==> src/rtl/seqgen_pkg.sv <==
package seqgen_pkg;

  localparam int DIG_W      = 4;
  localparam int SEQ_LEN    = 12;
  localparam int FILL_DIGIT = 1;

  // Pattern digit at playback position idx (0 plays first).
  function automatic logic [3:0] seq_digit(input int idx);
    logic [3:0] d;
    case (idx)
      0, 2, 4, 6, 8, 9: d = 4'd3;
      1:                d = 4'd2;
      3:                d = 4'd1;
      5, 10, 11:        d = 4'd5;
      7:                d = 4'd4;
      default:          d = 4'd0;
    endcase
    return d;
  endfunction

  // Position after emitting one digit: wraps in cyclic mode, parks at len otherwise.
  function automatic int seq_advance(input int pos, input logic cyclic, input int len);
    int nxt;
    if (pos == len - 1) nxt = cyclic ? 0 : len;
    else                nxt = pos + 1;
    return nxt;
  endfunction

endpackage

==> src/rtl/seqgen_ctrl.sv <==
module seqgen_ctrl #(
  parameter int SEQ_LEN = seqgen_pkg::SEQ_LEN,
  parameter int CNT_W   = $clog2(SEQ_LEN + 1)
) (
  input  logic             clk,
  input  logic             rst_n,
  input  logic             restart,
  input  logic             cyclic_sel,
  output logic             load,
  output logic             step,
  output logic             hold,
  output logic [CNT_W-1:0] pos_q,
  output logic             mode_q
);
  import seqgen_pkg::*;

  localparam logic [CNT_W-1:0] END_POS = CNT_W'(SEQ_LEN);

  logic armed_q;
  logic [CNT_W-1:0] pos_nxt;

  assign load = restart;
  assign step = armed_q && !restart && (pos_q < END_POS);
  assign hold = armed_q && !restart && (pos_q == END_POS);

  assign pos_nxt = CNT_W'(seq_advance(int'(pos_q), mode_q, SEQ_LEN));

  always_ff @(posedge clk or negedge rst_n) begin
    if (!rst_n) begin
      armed_q <= 1'b0;
      pos_q   <= '0;
      mode_q  <= 1'b0;
    end else if (restart) begin
      armed_q <= 1'b1;
      pos_q   <= '0;
      mode_q  <= cyclic_sel;
    end else if (step) begin
      pos_q   <= pos_nxt;
    end
  end

endmodule

==> src/rtl/seqgen_store.sv <==
module seqgen_store #(
  parameter int DIG_W   = seqgen_pkg::DIG_W,
  parameter int SEQ_LEN = seqgen_pkg::SEQ_LEN
) (
  input  logic             clk,
  input  logic             rst_n,
  input  logic             load,
  input  logic             step,
  output logic [DIG_W-1:0] head
);
  import seqgen_pkg::*;

  localparam int PAT_W = DIG_W * SEQ_LEN;

  logic [PAT_W-1:0] init_pat;
  logic [PAT_W-1:0] pat_q;

  // Position 0 sits in the lowest slice, so the pattern reads reversed from the top.
  for (genvar i = 0; i < SEQ_LEN; i++) begin : g_pat
    assign init_pat[i*DIG_W +: DIG_W] = DIG_W'(seq_digit(i));
  end

  assign head = pat_q[DIG_W-1:0];

  always_ff @(posedge clk or negedge rst_n) begin
    if (!rst_n)     pat_q <= init_pat;
    else if (load)  pat_q <= init_pat;
    else if (step)  pat_q <= {pat_q[DIG_W-1:0], pat_q[PAT_W-1:DIG_W]};
  end

endmodule

==> src/rtl/seqgen_out.sv <==
module seqgen_out #(
  parameter int DIG_W      = seqgen_pkg::DIG_W,
  parameter int FILL_DIGIT = seqgen_pkg::FILL_DIGIT
) (
  input  logic             clk,
  input  logic             rst_n,
  input  logic             load,
  input  logic             step,
  input  logic             hold,
  input  logic [DIG_W-1:0] head,
  output logic [DIG_W-1:0] digit,
  output logic             digit_valid,
  output logic             done
);

  localparam logic [DIG_W-1:0] FILL = DIG_W'(FILL_DIGIT);

  always_ff @(posedge clk or negedge rst_n) begin
    if (!rst_n) begin
      digit       <= '0;
      digit_valid <= 1'b0;
      done        <= 1'b0;
    end else if (load) begin
      digit       <= '0;
      digit_valid <= 1'b0;
      done        <= 1'b0;
    end else if (step) begin
      digit       <= head;
      digit_valid <= 1'b1;
      done        <= 1'b0;
    end else if (hold) begin
      digit       <= FILL;
      digit_valid <= 1'b0;
      done        <= 1'b1;
    end
  end

endmodule

==> src/rtl/digit_pattern_gen.sv <==
module digit_pattern_gen #(
  parameter int DIG_W      = seqgen_pkg::DIG_W,
  parameter int SEQ_LEN    = seqgen_pkg::SEQ_LEN,
  parameter int FILL_DIGIT = seqgen_pkg::FILL_DIGIT
) (
  input  logic             clk,
  input  logic             rst_n,
  input  logic             restart,
  input  logic             cyclic_sel,
  output logic [DIG_W-1:0] digit,
  output logic             digit_valid,
  output logic             done
);

  localparam int CNT_W = $clog2(SEQ_LEN + 1);

  // Named internal events, also observed by the bound checker.
  logic             ev_load;
  logic             ev_step;
  logic             ev_hold;
  logic [CNT_W-1:0] pos_q;
  logic             mode_q;
  logic [DIG_W-1:0] head;

  seqgen_ctrl #(.SEQ_LEN(SEQ_LEN), .CNT_W(CNT_W)) u_ctrl (
    .clk(clk), .rst_n(rst_n), .restart(restart), .cyclic_sel(cyclic_sel),
    .load(ev_load), .step(ev_step), .hold(ev_hold), .pos_q(pos_q), .mode_q(mode_q)
  );

  seqgen_store #(.DIG_W(DIG_W), .SEQ_LEN(SEQ_LEN)) u_store (
    .clk(clk), .rst_n(rst_n), .load(ev_load), .step(ev_step), .head(head)
  );

  seqgen_out #(.DIG_W(DIG_W), .FILL_DIGIT(FILL_DIGIT)) u_out (
    .clk(clk), .rst_n(rst_n), .load(ev_load), .step(ev_step), .hold(ev_hold),
    .head(head), .digit(digit), .digit_valid(digit_valid), .done(done)
  );

endmodule

==> config.mk <==
export PLATFORM = sky130hd
export DESIGN_NAME = digit_pattern_gen
export DESIGN_NICKNAME = d
export VERILOG_FILES = /design/src/rtl/seqgen_pkg.sv /design/src/rtl/seqgen_ctrl.sv /design/src/rtl/seqgen_store.sv /design/src/rtl/seqgen_out.sv /design/src/rtl/digit_pattern_gen.sv
export SDC_FILE = /design/constraint.sdc
export NUM_CORES = 1
export LEC_CHECK = 0
export ABC_AREA = 1
export BUFFER_PORTS_ARGS = -buffer_cell sky130_fd_sc_hd__buf_2
export CAP_MARGIN = 0
export CORE_ASPECT_RATIO = 2
export CORE_UTILIZATION = 30
export CTS_CLUSTER_DIAMETER = 150
export DETAILED_ROUTE_END_ITERATION = 8
export HOLD_SLACK_MARGIN = 0.05
export SYNTH_ARGS = -nofsm -noshare
export SYNTH_HDL_FRONTEND = slang
export SYNTH_SLANG_ARGS = --single-unit
==> constraint.sdc <==
create_clock -name clk -period 3.4 [get_ports clk]
set_input_delay 0.68 -clock clk [delete_from_list [all_inputs] [get_ports clk]]
set_output_delay 0.68 -clock clk [all_outputs]
set_load 0.01 [all_outputs]
==> results of run 1 <==
-- area by class of cell --
class	instances	share of cell area
sequential	60	0.517
multi-input combinational	181	0.268
clock buffer	12	0.0869
inverter	23	0.0292
tap	96	0.0407
clock inverter	4	0.0322
timing repair buffer	13	0.0254
-- per-layer routing --
layer	routed length (um)	part of all wire	up-vias	global-route usage
met4	186	0.037	0	0.100
met3	133	0.027	11	0.0399
li1	-	-	881	-
met1	1990	0.40	864	0.130
met5	0	0	-	0
met2	2700	0.54	22	0.214
-- state kept, by name, indices dropped and copies added, names as in the netlist --
| name | flops |
|---|---|
| u_ctrl.armed_q | 1 |
| u_ctrl.mode_q | 1 |
| u_ctrl.pos_q | 4 |
| u_out.digit | 4 |
| u_out.digit_valid | 1 |
| u_out.done | 1 |
| u_store.pat_q | 48 |
-- where the power goes --
part / total, W / internal, W / leakage, nW / switching, W
clock network: 0.00106 / 0.000754 / 0.173 / 0.000303
logic: 0.0000927 / 0.0000286 / 0.576 / 0.0000641
registers: 0.000777 / 0.000757 / 0.718 / 0.0000201
-- per-stage QoR --
stage | setup WS [ns] | instance area [um2]
after global routing | 1.37 | 2950
after floorplan | 1.99 | 2510
after CTS | 1.55 | 2950
after detailed placement | 1.21 | 2600
after global placement | 1.23 | 2600
final | 1.53 | 2950
-- path summary, 6_finish.rpt --
kind	endpoint	slack, ns
min	u_store.pat_q[15]$_DFFE_PN0N_	0.44
max reg2reg	u_store.pat_q[18]$_DFFE_PN0N_	1.67
max	u_store.pat_q[23]$_DFFE_PN0N_	1.53
min reg2reg	u_store.pat_q[15]$_DFFE_PN0N_	0.47
min in group clk	u_store.pat_q[15]$_DFFE_PN0N_	0.47
max in group asynchronous	u_store.pat_q[37]$_DFFE_PN1N_	2.19
-- cells by family (layout without fill, tap and decap cells) --
| family | after synthesis | in the layout |
|---|---|---|
| AND/OR/NAND/NOR | 135 | 135 |
| flip-flops | 60 | 60 |
| AO/OA/AOI/OAI | 43 | 43 |
| buffers and inverters | 36 | 52 |
| adder cells (fa/ha/maj) | 2 | 2 |
| XOR/XNOR | 1 | 1 |
-- cell usage in the layout (no fill, tap or decap), drive strengths merged --
master	instances
dfstp	21
clkbuf	12
nor2	31
a31oi	1
dfrtp	39
o21ai	39
bufinv	3
clkinv	1
inv	23
nand3	7
xor2	1
nand2	96
a21oi	3
buf	13
nand4	1
ha	2
==> flow_metrics.py, run 1 <==
metrics = {
    "placement": {
        "dpl.cell_count": 373,
        "dp_hpwl_mm": 3.42,
        "io_buffers": 9,
        "gp_congestion": 0.732,
    },
    "critical_path": {
        "crit_arrival_ns": 2.08,
        "slowest_delay_ns": 0.48,
        "crit_cells": 7,
        "cpMaxStageDelayCell": "buf_2",
        "reg2regPathDepth": 5,
        "cp_cell_sequence": "buf_2 > nor2_4 > nand2_2 > buf_4 > nand2_1 > o21ai_1 > inv_1",
        "crit_type": "in2reg",
        "startpoint": "restart",
        "cp_max_fo": 32,
        "end_kind": "flop",
        "start_kind": "input pin",
        "worst-path-buf-inv": 3,
        "cp_top_family": "buffers and inverters",
        "cp.required_ns": 3.61,
        "reg2reg_from": "u_ctrl.pos_q[2]$_DFFE_PN0N_",
    },
    "logic_synthesis": {
        "synthesis.area_um2": 2510,
        "ys_top_cells_by_count": "94 x nand2_1, 39 x dfrtp_1, 30 x nor2_1",
        "synth_fp_nets": 283,
        "synth_xor_area_frac": 0.00349,
        "synthAdderAreaFrac": 0.00998,
        "synth_cell_types": 21,
        "yosysMostFrequentCell": "nand2_1",
        "yosysSeqAreaShare": 0.609,
        "synth_top_family_by_area": "simple AND/OR/NAND/NOR gates",
        "synth-async-reset-ratio": 1.00,
        "synthSimpleGateAreaFrac": 0.211,
        "netlist.area_leader.share": 0.389,
        "synth_mux_area_frac": 0,
        "synth_top_cell_by_area": "dfrtp_1",
        "syn_avg_cell_area_um2": 9.06,
        "syn_inst": 277,
        "synth_compound_area_frac": 0.0908,
        "synthTopCellsByArea": "dfrtp_1 39%, dfstp_2 22%, nand2_1 14%",
        "synth_edf_count": 0,
        "synth_ff_type": "dfrtp_1",
        "ys_warn_count": 0,
        "synth_seq_cells": 60,
    },
    "cells_and_area": {
        "area_growth_pct": 17.7,
        "finalNetCount": 294,
        "final_util": 0.369,
        "multi_input_area_um2": 792,
        "drive_above_1_share": 0.188,
        "instances_no_fill": 389,
        "fill_cells": 796,
        "register_area_um2": 1530,
        "num_antenna_cells": 0,
    },
    "clocking": {
        "cts_hold_buf": 0,
        "clk_path_buf_depth": 2,
        "postCtsResizedCells": 0,
        "clockRootBuffer": "clkbuf_16",
        "cts_buffers": 9,
        "cts_tree": "yes",
        "h-tree-depth": 3,
        "clkTransAtPathRegs_ns": 0.05,
        "clock_latency_ns": 0.32,
        "cts_setup_buffers": 0,
        "clkSinkCount": 60,
    },
    "power": {
        "cellLeakagePower_nw": 1.47,
        "vdd_drop_max_mv": 0.229,
        "finalPower_w": 0.00193,
        "powerDensity_nw_per_um2": 652,
    },
    "die": {
        "num_rows": 46,
        "core_area_um2": 8000,
        "ios": 10,
        "start_util": 0.314,
        "die_w_um": 66.7,
        "dieArea_um2": 8750,
        "die_h_um": 131,
    },
    "route": {
        "first_pass_iters": 4,
        "vias_per_cell": 4.57,
        "drc": 0,
        "via_count": 1778,
        "drt_iter0_drc": 121,
        "wl_mm": 5.00,
        "ant_nets": 0,
        "wl_per_cell_um": 12.9,
    },
    "global_route": {
        "grt_pass1_wl_mm": 8.27,
        "antenna_found_initial": 0,
        "grt_use_total": 0.130,
        "globalRouteOverflowTotal": 0,
        "grt_pass1_vias": 1741,
        "grt_max_degree": 37,
    },
    "sta": {
        "rsz0062_at_grt": "no",
        "relSlewSlack": 0.474,
        "setup_viol": 0,
        "slew_violations": 0,
        "timing.hold.ws_ns": 0.444,
        "clock.fmax_mhz": 534,
        "min_period_ns": 1.87,
        "period_share": 0.551,
        "finalClockSkew_ns": 0.00449,
        "worst_pin_slew_ns": 0.789,
        "hold_viol": 0,
        "tns_ns": 0,
    },
    "run_status": {
        "status": "finished clean",
    },
    "min_path": {
        "worstHoldPathType": "in2async",
    },
    "flow_run": {
        "drv_cap": 0,
    },
}
(Power assumes the default switching activity.)
==> run 2, diff against run 1 <==
==> constraint.sdc (replaced) <==
create_clock -name clk -period 1.7 [get_ports clk]
set_input_delay 0.34 -clock clk [delete_from_list [all_inputs] [get_ports clk]]
set_output_delay 0.34 -clock clk [all_outputs]
set_load 0.01 [all_outputs]
==> flow_metrics.py, run 2 (synthesized netlist as in run 1, its figures left out) <==
metrics = {
    "placement": {
        "io_buffers": 9,
        "dp_hpwl_mm": 3.54,
        "gp_congestion": 0.749,
        "placed_area_um2": 2660,
    },
    "power": {
        "cellLeakagePower_nw": 1.48,
        "powerDensity_nw_per_um2": 1180,
        "vdd_drop_max_mv": 0.528,
    },
    "cells_and_area": {
        "finalNetCount": 301,
        "final_util": 0.370,
        "final_cell_mix": "94 x nand2_1, 39 x dfrtp_1, 30 x nor2_1",
        "area_growth_pct": 18.1,
        "layout_commonest_cell": "nand2_1",
        "final_area_um2": 2960,
        "num_antenna_cells": 0,
        "fill_cells": 814,
        "regMostFlops": "u_store.pat_q",
        "largest_register_ffs": 48,
        "reg_top3": "u_store.pat_q x48, u_ctrl.pos_q x4, u_out.digit x4",
        "drive_above_1_share": 0.200,
    },
    "route": {
        "via_count": 1811,
        "wl_mm": 5.16,
        "drc": 0,
        "drt_iter0_drc": 120,
        "first_pass_iters": 4,
        "ant_nets": 0,
        "vias_per_cell": 4.57,
        "wl_per_cell_um": 13.0,
    },
    "critical_path": {
        "cp_top_family": "simple AND/OR/NAND/NOR gates",
        "end_kind": "flop",
        "slowest_delay_ns": 0.42,
        "cp_max_fo": 6,
        "worst-path-buf-inv": 2,
        "cp.required_ns": 1.91,
        "cp_cell_sequence": "inv_1 > ha_1 > inv_1 > nor2_1 > nand2_1 > nand3_1 > nand2_1",
        "crit_arrival_ns": 1.55,
        "crit_type": "reg2reg",
        "cpMaxStageDelayCell": "dfrtp_1",
        "start_kind": "flop",
    },
    "die": {
        "die_h_um": 131,
        "dieArea_um2": 8750,
        "start_util": 0.314,
        "ios": 10,
        "num_rows": 46,
        "die_w_um": 66.7,
        "core_area_um2": 8000,
    },
    "min_path": {
        "worstHoldPathType": "in2reg",
    },
    "sta": {
        "period_share": 0.786,
        "rsz0062_at_grt": "no",
        "setup_viol": 0,
        "slew_violations": 0,
        "worst_pin_slew_ns": 0.480,
        "finalClockSkew_ns": 0.00661,
        "relSlewSlack": 0.680,
        "tns_ns": 0,
        "min_period_ns": 1.34,
        "clock.fmax_mhz": 748,
        "timing.hold.ws_ns": 0.239,
        "hold_viol": 0,
    },
    "clocking": {
        "postCtsResizedCells": 0,
        "clock_latency_ns": 0.33,
        "clockRootBuffer": "clkbuf_16",
        "clk_path_buf_depth": 2,
        "cts_buffers": 9,
        "clkSinkCount": 60,
        "cts_hold_buf": 1,
        "clkTransAtPathRegs_ns": 0.05,
        "cts_setup_buffers": 0,
        "cts_tree": "yes",
        "h-tree-depth": 3,
    },
    "global_route": {
        "grt_max_degree": 30,
        "grt_use_total": 0.137,
        "antenna_found_initial": 0,
        "grt_pass1_vias": 1880,
        "grt_pass1_wl_mm": 8.83,
        "globalRouteOverflowTotal": 0,
    },
    "run_status": {
        "status": "finished clean",
    },
    "flow_run": {
        "drv_cap": 0,
    },
}
==> run 2: changes by cell type in the layout (fill, tap and decap cells not counted) <==
| cell | previous run | this run |
|---|---|---|
| buf_12 | 0 | 1 |
| clkbuf_8 | 2 | 4 |
| dlygate4sd3_1 | 0 | 1 |
| buf_4 | 4 | 9 |
| bufinv_16 | 3 | 0 |
| clkbuf_1 | 1 | 2 |
==> run 2: path summary, 6_finish.rpt <==
kind	start	endpoint	slack, ns	cells after the start
hold / removal	cyclic_sel	u_ctrl.mode_q$_DFFE_PN0P_	0.24	3
max in group asynchronous	rst_n	u_store.pat_q[30]$_DFFE_PN1N_	0.61	3
setup / recovery	u_ctrl.pos_q[1]$_DFFE_PN0N_	u_out.digit[0]$_DFFE_PN0P_	0.36	7
min in group asynchronous	rst_n	u_ctrl.pos_q[1]$_DFFE_PN0N_	0.51	2
setup reg to reg	u_ctrl.pos_q[1]$_DFFE_PN0N_	u_out.digit[0]$_DFFE_PN0P_	0.36	7
hold reg to reg	u_store.pat_q[14]$_DFFE_PN0N_	u_store.pat_q[10]$_DFFE_PN0N_	0.47	2
==> run 2: stage by stage <==
step	power, W	worst slack [ns]	cells
after global routing	0.00364	0.203	396
after global placement	0.00177	0.389	379
after detailed placement	0.00178	0.355	379
after floorplan	0.00169	0.500	277
after CTS	0.00352	0.336	396
final	0.00349	0.363	396
==> run 2: power by group <==
part           total [W]  internal, W  switching (W)
sequential       0.00155      0.00151      0.0000404
combinational   0.000197    0.0000677       0.000130
clock            0.00174      0.00114       0.000593
==> run 2: worst min-delay path, stage by stage <==
cell,delay (ns)
buf_2,0.08
nand2_1,0.04
o21ai_0,0.06
==> run 2: cell type report <==
type | count | area (um2) | area share
flip-flops and latches | 60 | 1530 | 0.516
multi-input cells | 181 | 792 | 0.267
clock buffers | 15 | 288 | 0.0972
repair buffers | 20 | 143 | 0.0482
well taps | 96 | 120 | 0.0406
inverters | 23 | 86.3 | 0.0292
clock inverters | 1 | 5.00 | 0.00169
==> run 2: per-layer routing <==
layer	up-vias	track usage	part of all wire
li1	899	-	-
met1	879	0.145	0.41
met2	20	0.230	0.53
met3	13	0.0339	0.024
met4	0	0.0898	0.035
met5	-	0	0
==> run 3, diff against run 2 <==
==> constraint.sdc (replaced) <==
create_clock -name clk -period 1.2 [get_ports clk]
set_input_delay 0.24 -clock clk [delete_from_list [all_inputs] [get_ports clk]]
set_output_delay 0.24 -clock clk [all_outputs]
set_load 0.01 [all_outputs]
==> flow_metrics.py, run 3 (synthesized netlist as in run 1, its figures left out) <==
metrics = {
    "critical_path": {
        "cp_max_fo": 7,
        "r2r-end": "u_out.digit[3]$_DFFE_PN0P_",
        "reg2reg_from": "u_ctrl.armed_q$_DFFE_PN0P_",
        "rrSetupSlack_ns": -0.03,
        "start_kind": "flop",
        "cp.required_ns": 1.47,
        "crit_arrival_ns": 1.49,
        "reg2regPathDepth": 6,
        "crit_type": "reg2reg",
        "end_kind": "flop",
    },
    "sta": {
        "finalClockSkew_ns": 0.00273,
        "hold_viol": 0,
        "timing.hold.ws_ns": 0.124,
        "period_share": 1.02,
        "worst_pin_slew_ns": 0.280,
        "slew_violations": 0,
        "min_period_ns": 1.23,
        "clock.fmax_mhz": 816,
        "rsz0062_at_grt": "yes",
        "fin_ws_ns": -0.0255,
        "relSlewSlack": 0.813,
        "setup_viol": 5,
    },
    "cells_and_area": {
        "layout_commonest_cell": "nand2_1",
        "drive_above_1_share": 0.286,
        "largest_register_ffs": 48,
        "num_antenna_cells": 0,
        "regMostFlops": "u_store.pat_q",
        "fill_cells": 779,
        "finalNetCount": 319,
        "area_growth_pct": 29.0,
        "instances_no_fill": 414,
        "final_cell_mix": "92 x nand2_1, 39 x dfrtp_1, 27 x nor2_1",
        "reg_top3": "u_store.pat_q x48, u_ctrl.pos_q x4, u_out.digit x4",
    },
    "global_route": {
        "top_usage_layer": "met2",
        "grt_pass1_vias": 1914,
        "grt_use_met2": 0.225,
        "globalRouteOverflowTotal": 0,
        "grt_max_degree": 40,
        "antenna_found_initial": 0,
        "grt_use_total": 0.137,
        "grtUsageMet3": 0.0365,
        "grt_util_met1": 0.152,
        "grt_pass1_wl_mm": 8.93,
    },
    "die": {
        "num_rows": 46,
        "die_w_um": 66.7,
        "ios": 10,
        "start_util": 0.314,
        "dieArea_um2": 8750,
        "core_area_um2": 8000,
        "die_h_um": 131,
    },
    "run_status": {
        "status": "finished, violations left",
        "violations": "negative setup slack",
    },
    "clocking": {
        "clock_latency_ns": 0.33,
        "clkSinkCount": 60,
        "clk_path_buf_depth": 2,
        "clockRootBuffer": "clkbuf_16",
        "cts_buffers": 9,
        "clkTransAtPathRegs_ns": 0.05,
        "cts_tree": "yes",
        "h-tree-depth": 3,
    },
    "route": {
        "wl_per_cell_um": 12.7,
        "first_pass_iters": 4,
        "via_count": 1886,
        "drc": 0,
        "wl_mm": 5.26,
        "vias_per_cell": 4.56,
        "drt_iter0_drc": 104,
        "ant_nets": 0,
    },
    "min_path": {
        "hold_end": "u_ctrl.mode_q$_DFFE_PN0P_",
        "worstHoldPathType": "in2reg",
        "hold_start": "cyclic_sel",
        "whs_path_depth": 3,
    },
    "power": {
        "cellLeakagePower_nw": 1.62,
        "vdd_drop_max_mv": 0.931,
        "finalPower_w": 0.00511,
        "powerDensity_nw_per_um2": 1580,
    },
    "placement": {
        "io_buffers": 9,
        "dp_hpwl_mm": 3.44,
        "gp_congestion": 0.729,
        "post-place-ws_ns": -0.0327,
        "dpl.cell_count": 390,
    },
    "flow_run": {
        "drv_cap": 0,
    },
}
==> run 3: changes by cell type in the layout (fill, tap and decap cells not counted), moves of 3 or more <==
cell / before / now
buf_12: 1 / 4
buf_4: 9 / 16
buf_6: 0 / 5
buf_8: 0 / 3
clkinv_2: 1 / 4
nor2_1: 30 / 27
nor2_2: 0 / 3
o21ai_0: 27 / 22
o21ai_2: 0 / 3
==> run 3: area by class of cell <==
| type | count | area [um2] | share of cell area |
|---|---|---|---|
| Timing Repair Buffer | 38 | 357 | 0.110 |
| Sequential cell | 60 | 1530 | 0.472 |
| Multi-Input combinational cell | 181 | 843 | 0.261 |
| Clock inverter | 5 | 50.0 | 0.0155 |
| Clock buffer | 11 | 253 | 0.0781 |
| Inverter | 23 | 86.3 | 0.0267 |
| Tap cell | 96 | 120 | 0.0371 |
==> run 3: per-layer routing <==
layer  routed length (um)  share of wire
met5                    0              0
met4                  202          0.038
met1                 2110           0.40
met3                  141          0.027
met2                 2800           0.53
==> run 3: what timing repair did <==
item | 4_1_cts | 5_1_grt
gates resized for setup | 5 | 30
buffers inserted | 1 | 7
setup endpoints to repair | 18 | 27
hold buffers | 1 | 0
pin swaps | 2 | 8
hold endpoints to repair | 9 | 0
==> run 3: how the worst max path moves through the flow <==
stage,startpoint,to,slack [ns],cells past startpoint
floorplan,u_ctrl.armed_q$_DFFE_PN0P_,u_store.pat_q[31]$_DFFE_PN0N_,0.0004,7
global placement,u_ctrl.armed_q$_DFFE_PN0P_,u_out.digit[0]$_DFFE_PN0P_,-0.01,6
detailed placement,u_ctrl.pos_q[0]$_DFFE_PN0N_,u_out.digit[0]$_DFFE_PN0P_,-0.03,7
CTS,u_ctrl.pos_q[2]$_DFFE_PN0N_,u_out.digit[0]$_DFFE_PN0P_,-0.008,6
global route,u_ctrl.armed_q$_DFFE_PN0P_,u_out.digit[2]$_DFFE_PN0P_,-0.09,6
finish,u_ctrl.armed_q$_DFFE_PN0P_,u_out.digit[3]$_DFFE_PN0P_,-0.03,6
==> run 3: through the flow <==
| step | util | instance area [um2] | TNS, ns |
|---|---|---|---|
| 3_3_place_gp | 0.347 | 2780 | -0.0105 |
| 6_report | 0.405 | 3240 | -0.0868 |
| 5_1_grt | 0.405 | 3240 | -1.61 |
| 3_5_place_dp | 0.347 | 2780 | -0.157 |
| 4_1_cts | 0.389 | 3110 | -0.0226 |
| 2_1_floorplan | - | 2510 | 0 |
==> run 3: worst max-delay path, cell delays in order (launching register included) <==
cell and delay [ns]:
dfrtp_1 0.38, buf_6 0.13, a21oi_4 0.23, buf_12 0.17, buf_8 0.12, nand3_1 0.07, nand2_1 0.06
==> run 3: report_power, final <==
group          switching (W)  internal (W)
sequential         0.0000513       0.00214
combinational       0.000207      0.000141
clock               0.000866       0.00170
total                0.00112       0.00399
